--- src/rtl/dacser_pkg.sv ---
package dacser_pkg;
  timeunit 1ns;
  timeprecision 100ps;

  localparam int SAMPLE_W = 16;
  localparam int WORD_W   = 2 * SAMPLE_W;
  localparam int IDX_W    = $clog2(WORD_W);

  typedef enum logic [1:0] {
    FMT_LEFT  = 2'd0,
    FMT_DELAY = 2'd1,
    FMT_RIGHT = 2'd2,
    FMT_DSP   = 2'd3
  } fmt_e;

  // strobes from control to datapath
  typedef struct packed {
    logic             readNow;
    logic             loadWord;
    logic             bitValid;
    logic [IDX_W-1:0] bitIdx;
  } slot_ctl_t;
endpackage

--- src/rtl/dacser_edge.sv ---
module dacser_edge #(
  parameter int STAGES = 2
) (
  input  logic clk,
  input  logic rstN,
  input  logic sigIn,
  output logic rise,
  output logic fall
);
  timeunit 1ns;
  timeprecision 100ps;

  // STAGES synchronizer flops plus one history flop for edge compare
  logic [STAGES:0] chain;

  always_ff @(posedge clk or negedge rstN) begin
    if (!rstN) chain <= '0;
    else       chain <= {chain[STAGES-1:0], sigIn};
  end

  assign rise =  chain[STAGES-1] & ~chain[STAGES];
  assign fall = ~chain[STAGES-1] &  chain[STAGES];
endmodule

--- src/rtl/dacser_ctrl.sv ---
module dacser_ctrl
  import dacser_pkg::*;
#(
  parameter int CNT_W = 8
) (
  input  logic      clk,
  input  logic      rstN,
  input  logic      lrRise,
  input  logic      lrFall,
  input  logic      bFall,
  input  logic [1:0] fmtIn,
  output slot_ctl_t ctl
);
  timeunit 1ns;
  timeprecision 100ps;

  localparam logic [CNT_W-1:0] CNT_MAX = '1;
  localparam logic [CNT_W-1:0] SW      = CNT_W'(SAMPLE_W);
  localparam logic [CNT_W-1:0] WW      = CNT_W'(WORD_W);

  fmt_e             fmtAct;
  logic [CNT_W-1:0] slot;
  logic [CNT_W-1:0] halfLen;
  logic [CNT_W-1:0] slotInc;
  logic             chanHi;
  logic             running;
  logic             loadPend;
  logic             dspMode;

  assign dspMode = (fmtAct == FMT_DSP);
  assign slotInc = (slot == CNT_MAX) ? slot : slot + 1'b1;

  // frame clock edge wins over the coincident bit clock fall: restart at slot 0
  always_ff @(posedge clk or negedge rstN) begin
    if (!rstN) begin
      fmtAct   <= FMT_LEFT;
      slot     <= '0;
      halfLen  <= '0;
      chanHi   <= 1'b0;
      running  <= 1'b0;
      loadPend <= 1'b0;
    end else begin
      loadPend <= lrRise;
      if (lrRise) begin
        fmtAct  <= fmt_e'(fmtIn);
        halfLen <= slotInc;
        slot    <= '0;
        chanHi  <= 1'b0;
        running <= 1'b1;
      end else if (lrFall && !dspMode) begin
        halfLen <= slotInc;
        slot    <= '0;
        chanHi  <= 1'b1;
      end else if (bFall) begin
        slot <= slotInc;
      end
    end
  end

  logic [CNT_W-1:0] lead;
  logic [CNT_W-1:0] span;
  logic [CNT_W-1:0] pos;
  int               posI;
  int               idxI;

  always_comb begin
    unique case (fmtAct)
      FMT_DELAY: lead = CNT_W'(1);
      FMT_RIGHT: lead = (halfLen >= SW) ? halfLen - SW : '0;
      default:   lead = '0;
    endcase
    span = dspMode ? WW : SW;
    pos  = slot - lead;
    posI = int'(pos);
    if (dspMode && posI >= SAMPLE_W) idxI = WORD_W + SAMPLE_W - 1 - posI;
    else if (dspMode)                idxI = SAMPLE_W - 1 - posI;
    else                             idxI = (chanHi ? WORD_W - 1 : SAMPLE_W - 1) - posI;

    ctl.readNow  = lrRise;
    ctl.loadWord = loadPend;
    ctl.bitValid = running && (slot >= lead) && (pos < span);
    ctl.bitIdx   = ctl.bitValid ? IDX_W'(idxI) : '0;
  end
endmodule

--- src/rtl/dacser_dp.sv ---
module dacser_dp
  import dacser_pkg::*;
(
  input  logic              clk,
  input  logic              rstN,
  input  slot_ctl_t         ctl,
  input  logic [WORD_W-1:0] fifoWord,
  input  logic              fifoEmpty,
  output logic              sdata,
  output logic              underrun
);
  timeunit 1ns;
  timeprecision 100ps;

  logic [WORD_W-1:0] wordReg;
  logic              emptyQ;
  logic              underrunQ;

  always_ff @(posedge clk or negedge rstN) begin
    if (!rstN) begin
      wordReg   <= '0;
      emptyQ    <= 1'b0;
      underrunQ <= 1'b0;
    end else begin
      if (ctl.readNow) emptyQ <= fifoEmpty;
      if (ctl.loadWord) begin
        wordReg <= emptyQ ? '0 : fifoWord;
        if (emptyQ) underrunQ <= 1'b1;
      end
    end
  end

  assign sdata    = ctl.bitValid & wordReg[ctl.bitIdx];
  assign underrun = underrunQ;
endmodule

--- src/rtl/dac_serializer.sv ---
module dac_serializer
  import dacser_pkg::*;
#(
  parameter int SYNC_STAGES = 2,
  parameter int CNT_W       = 8
) (
  input  logic              clk,
  input  logic              rstN,
  input  logic              bclkIn,
  input  logic              lrckIn,
  input  logic [1:0]        fmtSel,
  input  logic [WORD_W-1:0] fifoWord,
  input  logic              fifoEmpty,
  output logic              fifoRd,
  output logic              sdata,
  output logic              underrun
);
  timeunit 1ns;
  timeprecision 100ps;

  logic      bRise;
  logic      bFall;
  logic      lrRise;
  logic      lrFall;
  slot_ctl_t ctl;

  dacser_edge #(.STAGES(SYNC_STAGES)) u_bEdge (
    .clk(clk), .rstN(rstN), .sigIn(bclkIn), .rise(bRise), .fall(bFall)
  );

  dacser_edge #(.STAGES(SYNC_STAGES)) u_lrEdge (
    .clk(clk), .rstN(rstN), .sigIn(lrckIn), .rise(lrRise), .fall(lrFall)
  );

  dacser_ctrl #(.CNT_W(CNT_W)) u_ctrl (
    .clk(clk), .rstN(rstN), .lrRise(lrRise), .lrFall(lrFall),
    .bFall(bFall), .fmtIn(fmtSel), .ctl(ctl)
  );

  dacser_dp u_dp (
    .clk(clk), .rstN(rstN), .ctl(ctl), .fifoWord(fifoWord),
    .fifoEmpty(fifoEmpty), .sdata(sdata), .underrun(underrun)
  );

  assign fifoRd = ctl.readNow;

  // bit clock rise is not needed: data moves on falls, codec samples on rises
  logic unusedRise;
  assign unusedRise = bRise;
endmodule

--- config.mk ---
export PLATFORM = sky130hd
export DESIGN_NAME = dac_serializer
export DESIGN_NICKNAME = d
export VERILOG_FILES = /design/src/rtl/dacser_pkg.sv /design/src/rtl/dacser_edge.sv /design/src/rtl/dacser_ctrl.sv /design/src/rtl/dacser_dp.sv /design/src/rtl/dac_serializer.sv
export SDC_FILE = /design/constraint.sdc
export NUM_CORES = 1
export LEC_CHECK = 0
export ABC_AREA = 0
export BUFFER_PORTS_ARGS = -buffer_cell sky130_fd_sc_hd__buf_4
export CAP_MARGIN = 20
export CELL_PAD_IN_SITES_DETAIL_PLACEMENT = 1
export CELL_PAD_IN_SITES_GLOBAL_PLACEMENT = 1
export CORE_MARGIN = 3
export CORE_UTILIZATION = 30
export CTS_CLUSTER_DIAMETER = 120
export CTS_CLUSTER_SIZE = 24
export DETAILED_ROUTE_END_ITERATION = 12
export HOLD_SLACK_MARGIN = 0.03
export PLACE_DENSITY_LB_ADDON = 0.15
export SYNTH_ARGS = -nofsm -noshare
export SYNTH_HDL_FRONTEND = slang
export SYNTH_SLANG_ARGS = --single-unit
--- constraint.sdc ---
create_clock -name clk -period 4.75 [get_ports clk]
set_input_delay 0.475 -clock clk [delete_from_list [all_inputs] [get_ports clk]]
set_output_delay 0.475 -clock clk [all_outputs]
set_load 0.02 [all_outputs]
* Yosys cells after proc, flatten, opt, wreduce, memory -nomap -nowiden
Index checks and enable logic that the tools add are counted. Widths: inputs -> output; s select.
Storage, ports and cells: flip-flop bits (word level) 61, input bits 39, output and inout bits 3, logic and storage cells 59
Operators by class: add/subtract/negate cells 6, $lt $le $gt $ge 5, eq/ne operators 4, multiplexer cells 18, bitwise operators 7, reduce and logical (&&, ||, !) cells 8
Operators with widths (number):
- $mux 8 | 7
- $mux 32 | 1
- $mux 5 | 4
- $ge 8x5->1 const B | 2
- $pmux 8 s2 | 1
- $sub 4x5->5 const A | 2
- $add 8x1->8 const B | 1
- $eq 8x8->1 const B | 1
- $ge 8x8->1 | 1
- $lt 8x6->1 | 1
- $sub 8x5->8 const B | 1
- $sub 8x8->8 | 1
- $lt 5x6->1 const B | 1
- $mux 6 | 1
- $bmux 1 s5 | 1
- $sub 5x5->5 | 1
- $and 1x1->1 | 4
- $eq 2x2->1 const B | 2
- $logic_and 1x1->1 | 4
- $mux 1 | 3
- $not 1->1 | 3
- $reduce_bool 3->1 | 1
- $eq 2x1->1 const B | 1
- $reduce_and 2->1 | 1
- 2 further kinds | 2

* Depth between registers and ports, before layout
word-level depth 11, depth in mapped cells 22, gate-level depth less buffers 22

* Cells and area by module
A second synthesis with hierarchy kept.
Unflattened totals: cells, all modules 371, area total of the unflattened synthesis 3575.9 um^2
By module, submodules not included:
- dacser_dp | times used 1, cells each 165, area an instance 1731.7 um^2
- dacser_ctrl | times used 1, cells each 196, area an instance 1664.1 um^2
- dacser_edge | times used 2, cells each 5, area an instance 90.1 um^2

* Worst setup path before layout
Ideal clock, no wire load.
path kind register to output, start point register u_ctrl.halfLen[4], end point output port sdata, arrival 4.122 ns, setup slack 0.153 ns, cell stages (with the launch flop) 23, buffers on the path 0, path through dfrtp_1 inv_1 ha_1 nand2_1 a211o_1 nand2_1 nor2_1 nand2_1 ha_1 nor2b_1 o31a_1 o21a_1 nor2_1 xnor2_1 ha_1 o21ai_0 nand2b_1 mux2i_1 o21ai_2 or4_4 a41oi_2 nand3_1 a31oi_1
On the way: cells in the longest elaborated chain, start to end 11
Ends and longest elaborated chain:
- start, declared | line dacser_ctrl.sv:23 | logic [CNT_W-1:0] halfLen;
- start signal, assigned | line dacser_ctrl.sv:46 | halfLen <= slotInc;
- start signal, assigned | line dacser_ctrl.sv:51 | halfLen <= slotInc;
- $sub 8x5->8 / $ge 8x5->1 (equally long branches) | line dacser_ctrl.sv:69 | FMT_RIGHT: lead = (halfLen >= SW) ? halfLen - SW : '0;
- $mux 8 * | line dacser_ctrl.sv:69
- $pmux 8 s2 * | line dacser_ctrl.sv:67 | unique case (fmtAct)
- $sub 8x8->8 | line dacser_ctrl.sv:73 | pos = slot - lead;
- $ge 8x5->1, or another cell as far along | line dacser_ctrl.sv:75 | if (dspMode && posI >= SAMPLE_W) idxI = WORD_W + SAMPLE_W - 1 - posI;
- $logic_and 1x1->1 / $mux 5 (equally long branches) | line dacser_ctrl.sv:75, dacser_ctrl.sv:76
- $mux 5 | line dacser_ctrl.sv:75
- $mux 5 | line dacser_ctrl.sv:82 | ctl.bitIdx = ctl.bitValid ? IDX_W'(idxI) : '0;
- $bmux 1 s5 | line dacser_dp.sv:33 | assign sdata = ctl.bitValid & wordReg[ctl.bitIdx];
- $mux 1 (not written as such) | line dacser_dp.sv:33
- $and 1x1->1 * | line dacser_dp.sv:33
- end, declared | line dac_serializer.sv:15 | output logic sdata,
Every way passes the cells marked *; elsewhere a longest branch is shown, timed or not. The select of a mux whose other input is x is not followed.

* Worst setup path in the final report
Ends and elaborated chain as after synthesis.

==> impl_summary.log <==
INFO  metric h-tree-depth = 3
INFO  metric grt_busiest_layer = met2
INFO  metric setup_slack = -0.366 ns
INFO  metric dp_worst_setup_slack = -0.0811 ns
INFO  metric std_cell_rows = 38
INFO  metric clkLatencyLatePin = 0.34 ns
INFO  metric grt_start_max_net_pins = 62
INFO  metric avgRoutedWirePerCell = 16.3 um
INFO  metric final_layout_size_suffix_gt1_share = 23.6%
INFO  metric design.core.area = 11,200 um2
INFO  metric period_needed = 5.12 ns
INFO  metric status = finished, violations left
INFO  metric power_density = 416 nW/um2
INFO  metric antenna_found_initial = 0
INFO  metric die_height = 114 um
INFO  metric sw_frac_of_total = 33.3%
INFO  metric violations = negative setup slack
INFO  metric first_global_vias = 3,065
INFO  metric crit_path_start_kind = flip-flop
INFO  metric grt_remaining_overflow = 0
INFO  metric flow.area_growth_from_synthesis = 28.2%
INFO  metric power_switching = 626 uW
INFO  metric synth_enable_flop_cells = 0
INFO  metric report.power.total = 1880 uW
INFO  metric slew-limit-headroom = 46.6%
INFO  metric detailed_place_hpwl = 6530 um
INFO  metric clock_skew = 0.00517 ns
INFO  metric grt_pass1_wl = 15,600 um
INFO  metric route.vias.total = 2,988
INFO  metric yosys.cell_types.count = 49
INFO  metric p_int = 1250 uW
INFO  metric antenna_left = 0
INFO  metric post_synth_instance_area = 3520 um2
INFO  metric grt_util_met2 = 22.2%
INFO  metric min-delay-path-class = input pin to asynchronous set/reset pin
INFO  metric end_kind = output pin
INFO  metric synth.top_cells.by_area = sky130_fd_sc_hd__dfrtp_1 43%, sky130_fd_sc_hd__o21ai_0 6.1%, sky130_fd_sc_hd__nand3b_1 5.5%
INFO  metric grt_setup_unrepaired = true
INFO  metric maximum_operating_frequency = 0.195 GHz
INFO  metric global_route.usage.total = 15.4%
INFO  metric max_cap_viol_count = 0
INFO  metric postSynthAreaPerCell = 9.06 um2
INFO  metric cts_max_path_buffers = 2
INFO  metric timing.final.setup_violations = 1
INFO  metric cts_made_buffers = 9
INFO  metric routed_wl = 9520 um
INFO  metric layout.cells.most_common = sky130_fd_sc_hd__dfrtp_1
INFO  metric dieArea = 13,100 um2
INFO  metric detail_route.vias_per_cell = 5.12
INFO  metric timing_worst_slew_pin_value = 0.802 ns
INFO  metric post_synth_inst_count = 389
INFO  metric antenna_cells_inserted = 0
INFO  metric power.combinational.fraction = 32.3%
INFO  metric slew_violations = 0
INFO  metric detailedRoute.firstIterationViolations = 199
INFO  metric most_frequent_cells_in_the_layout = 60 x sky130_fd_sc_hd__dfrtp_1, 54 x sky130_fd_sc_hd__buf_4, 44 x sky130_fd_sc_hd__inv_1
INFO  metric remaining_drc_errors = 0
INFO  metric synth_sequential_area_ratio = 43.3%
INFO  metric dieWidth = 114 um
INFO  metric clock_power_share = 34.7%
INFO  metric synthesis.nets = 444
INFO  metric p_leak = 0.00195 uW
INFO  metric num_io_pins = 42
INFO  metric gp_congestion = 0.759
INFO  metric cp_data_required_time = 4.28 ns
INFO  metric gr-usage-met1 = 21.8%
INFO  metric clock_pin_slew_reported_for_the_worst_setup_and_hold_paths_after_clock_tree_synthesis = 0.06 ns
INFO  metric fin_setup_tns = -0.366 ns
INFO  metric synth_seq_cells = 61
INFO  metric synthDominantAreaCellType = sky130_fd_sc_hd__dfrtp_1
INFO  metric crit_type = flip-flop to output pin
INFO  metric layout.nets = 494
INFO  metric clock_tree.root_cell = sky130_fd_sc_hd__clkbuf_16
INFO  metric dr.pass1.iters = 4
INFO  metric ys_warn_count = 0
INFO  metric timing.critical_path.arrival = 4.64 ns
INFO  metric port_buffers = 41
INFO  metric finalCoreUtilization = 40.4%
INFO  metric clock_tree_from_tritoncts = done
INFO  metric final_area = 4520 um2
INFO  metric start_util = 31.5%
INFO  metric postSynth.asyncResetShare = 100%
INFO  metric worst_ir_drop_vdd = 0.180 mV
INFO  metric placed_area = 4000 um2
INFO  metric dominantRegCellSynth = sky130_fd_sc_hd__dfrtp_1
INFO  metric post-route-period-util = 108%
INFO  metric report.final.hold_viol_count = 0
INFO  metric clkSinkCount = 61
INFO  metric globalRouteMet3Util = 3.17%
INFO  metric pwr-share-seq = 33.0%
INFO  metric critical_path.max_fanout = 6
INFO  metric synth_top_area_share = 43.3%
[synthesized netlist by cell type (all sizes together) (7+ instances only)]
cell    number
nand3b      26
ha          15
clkbuf      17
nor3        10
o21ai       44
xnor2        7
nand2       26
xor2         7
inv         45
dfrtp       61
a21oi       16
nand3       14
nor2        23
a31oi        9
[layer usage]
layer,wire (um),vias up
met5,0,-
met4,193,0
met3,327,14
met2,4200,56
met1,4800,1453
li1,-,1465
[cell type report]
class / count / area (um2)
Clock buffer: 12 / 246
Clock inverter: 4 / 47.5
Fill cell: 1284 / 6650
Inverter: 45 / 169
Multi-Input combinational cell: 266 / 1930
Sequential cell: 61 / 1530
Tap cell: 140 / 175
Timing Repair Buffer: 56 / 428
[logic make-up after synthesis]
logic type | share of synthesized area [%]
flip-flops | 43.3
multiplexers | 3.02
XOR/XNOR | 3.48
buffers and inverters | 6.74
adder cells (fa/ha/maj) | 5.89
AND/OR/NAND/NOR | 18.4
AO/OA/AOI/OAI | 19.1
[worst paths after layout]
kind	slack, ns	startpoint	to	cells past startpoint
setup / recovery	-0.37	u_ctrl.halfLen[4]	sdata	23
hold / removal	0.22	rstN	u_ctrl.slot[5]	1
setup reg to reg	2.57	u_ctrl.slot[1]	u_ctrl.slot[2]	7
hold reg to reg	0.34	u_lrEdge.chain[0]	u_lrEdge.chain[1]	0
max in group asynchronous	3.98	rstN	u_ctrl.halfLen[3]	1
min in group clk	0.24	lrckIn	u_lrEdge.chain[0]	1
[sequential cells by signal, summed over array words and instances (netlist names)]
signal and flops:
u_ctrl.running 1, u_dp.underrun 1, u_ctrl.loadPend 1, u_dp.wordReg 32
u_ctrl.chanHi 1, u_lrEdge.chain 3, u_dp.emptyQ 1, u_bEdge.chain 3
u_ctrl.slot 8, u_ctrl.halfLen 8, u_ctrl.fmtAct 2
[power groups by stage]
stage               Combinational (uW)  Sequential (uW)  Clock (uW)
finish                             607              620         653
global route                       663              630         698
CTS                                567              618         674
detailed placement                 512              627           0
global placement                   504              625           0
floorplan                          368              607           0
[repair_timing]
| item | 4_1_cts | 5_1_grt |
|---|---|---|
| pin swaps | 9 | 14 |
| gates resized for setup | 12 | 21 |
| cloned | 1 | 0 |
| setup endpoints to repair | 1 | 1 |
| hold buffers | 0 | 0 |
| setup buffers | 4 | 3 |
[critical path, cell delays in order (launching register included)]
cell and delay (ns):
sky130_fd_sc_hd__dfrtp_1 0.41, sky130_fd_sc_hd__inv_2 0.07, sky130_fd_sc_hd__ha_2 0.18, sky130_fd_sc_hd__nand2_1 0.06
sky130_fd_sc_hd__a211o_1 0.26, sky130_fd_sc_hd__buf_4 0.15, sky130_fd_sc_hd__a31oi_1 0.19, sky130_fd_sc_hd__nor2_1 0.06
sky130_fd_sc_hd__ha_1 0.23, sky130_fd_sc_hd__nor2b_4 0.14, sky130_fd_sc_hd__o31a_1 0.16, sky130_fd_sc_hd__o21a_1 0.13
sky130_fd_sc_hd__nor2_2 0.04, sky130_fd_sc_hd__xnor2_1 0.13, sky130_fd_sc_hd__ha_1 0.37, sky130_fd_sc_hd__o21ai_1 0.10
sky130_fd_sc_hd__nand2b_1 0.14, sky130_fd_sc_hd__mux2i_4 0.11, sky130_fd_sc_hd__o21a_2 0.27, sky130_fd_sc_hd__a31oi_1 0.27
sky130_fd_sc_hd__nor3_2 0.10, sky130_fd_sc_hd__o41ai_2 0.39, sky130_fd_sc_hd__a31oi_1 0.16, sky130_fd_sc_hd__buf_4 0.18
[stage by stage]
stage | hold WS (ns) | cells
final | 0.219 | 584
after global routing | 0.226 | 584
after CTS | 0.229 | 581
after detailed placement | 0.336 | 560
after global placement | 0.334 | 560
after floorplan | 0.179 | 389
(Power assumes the default switching activity.)
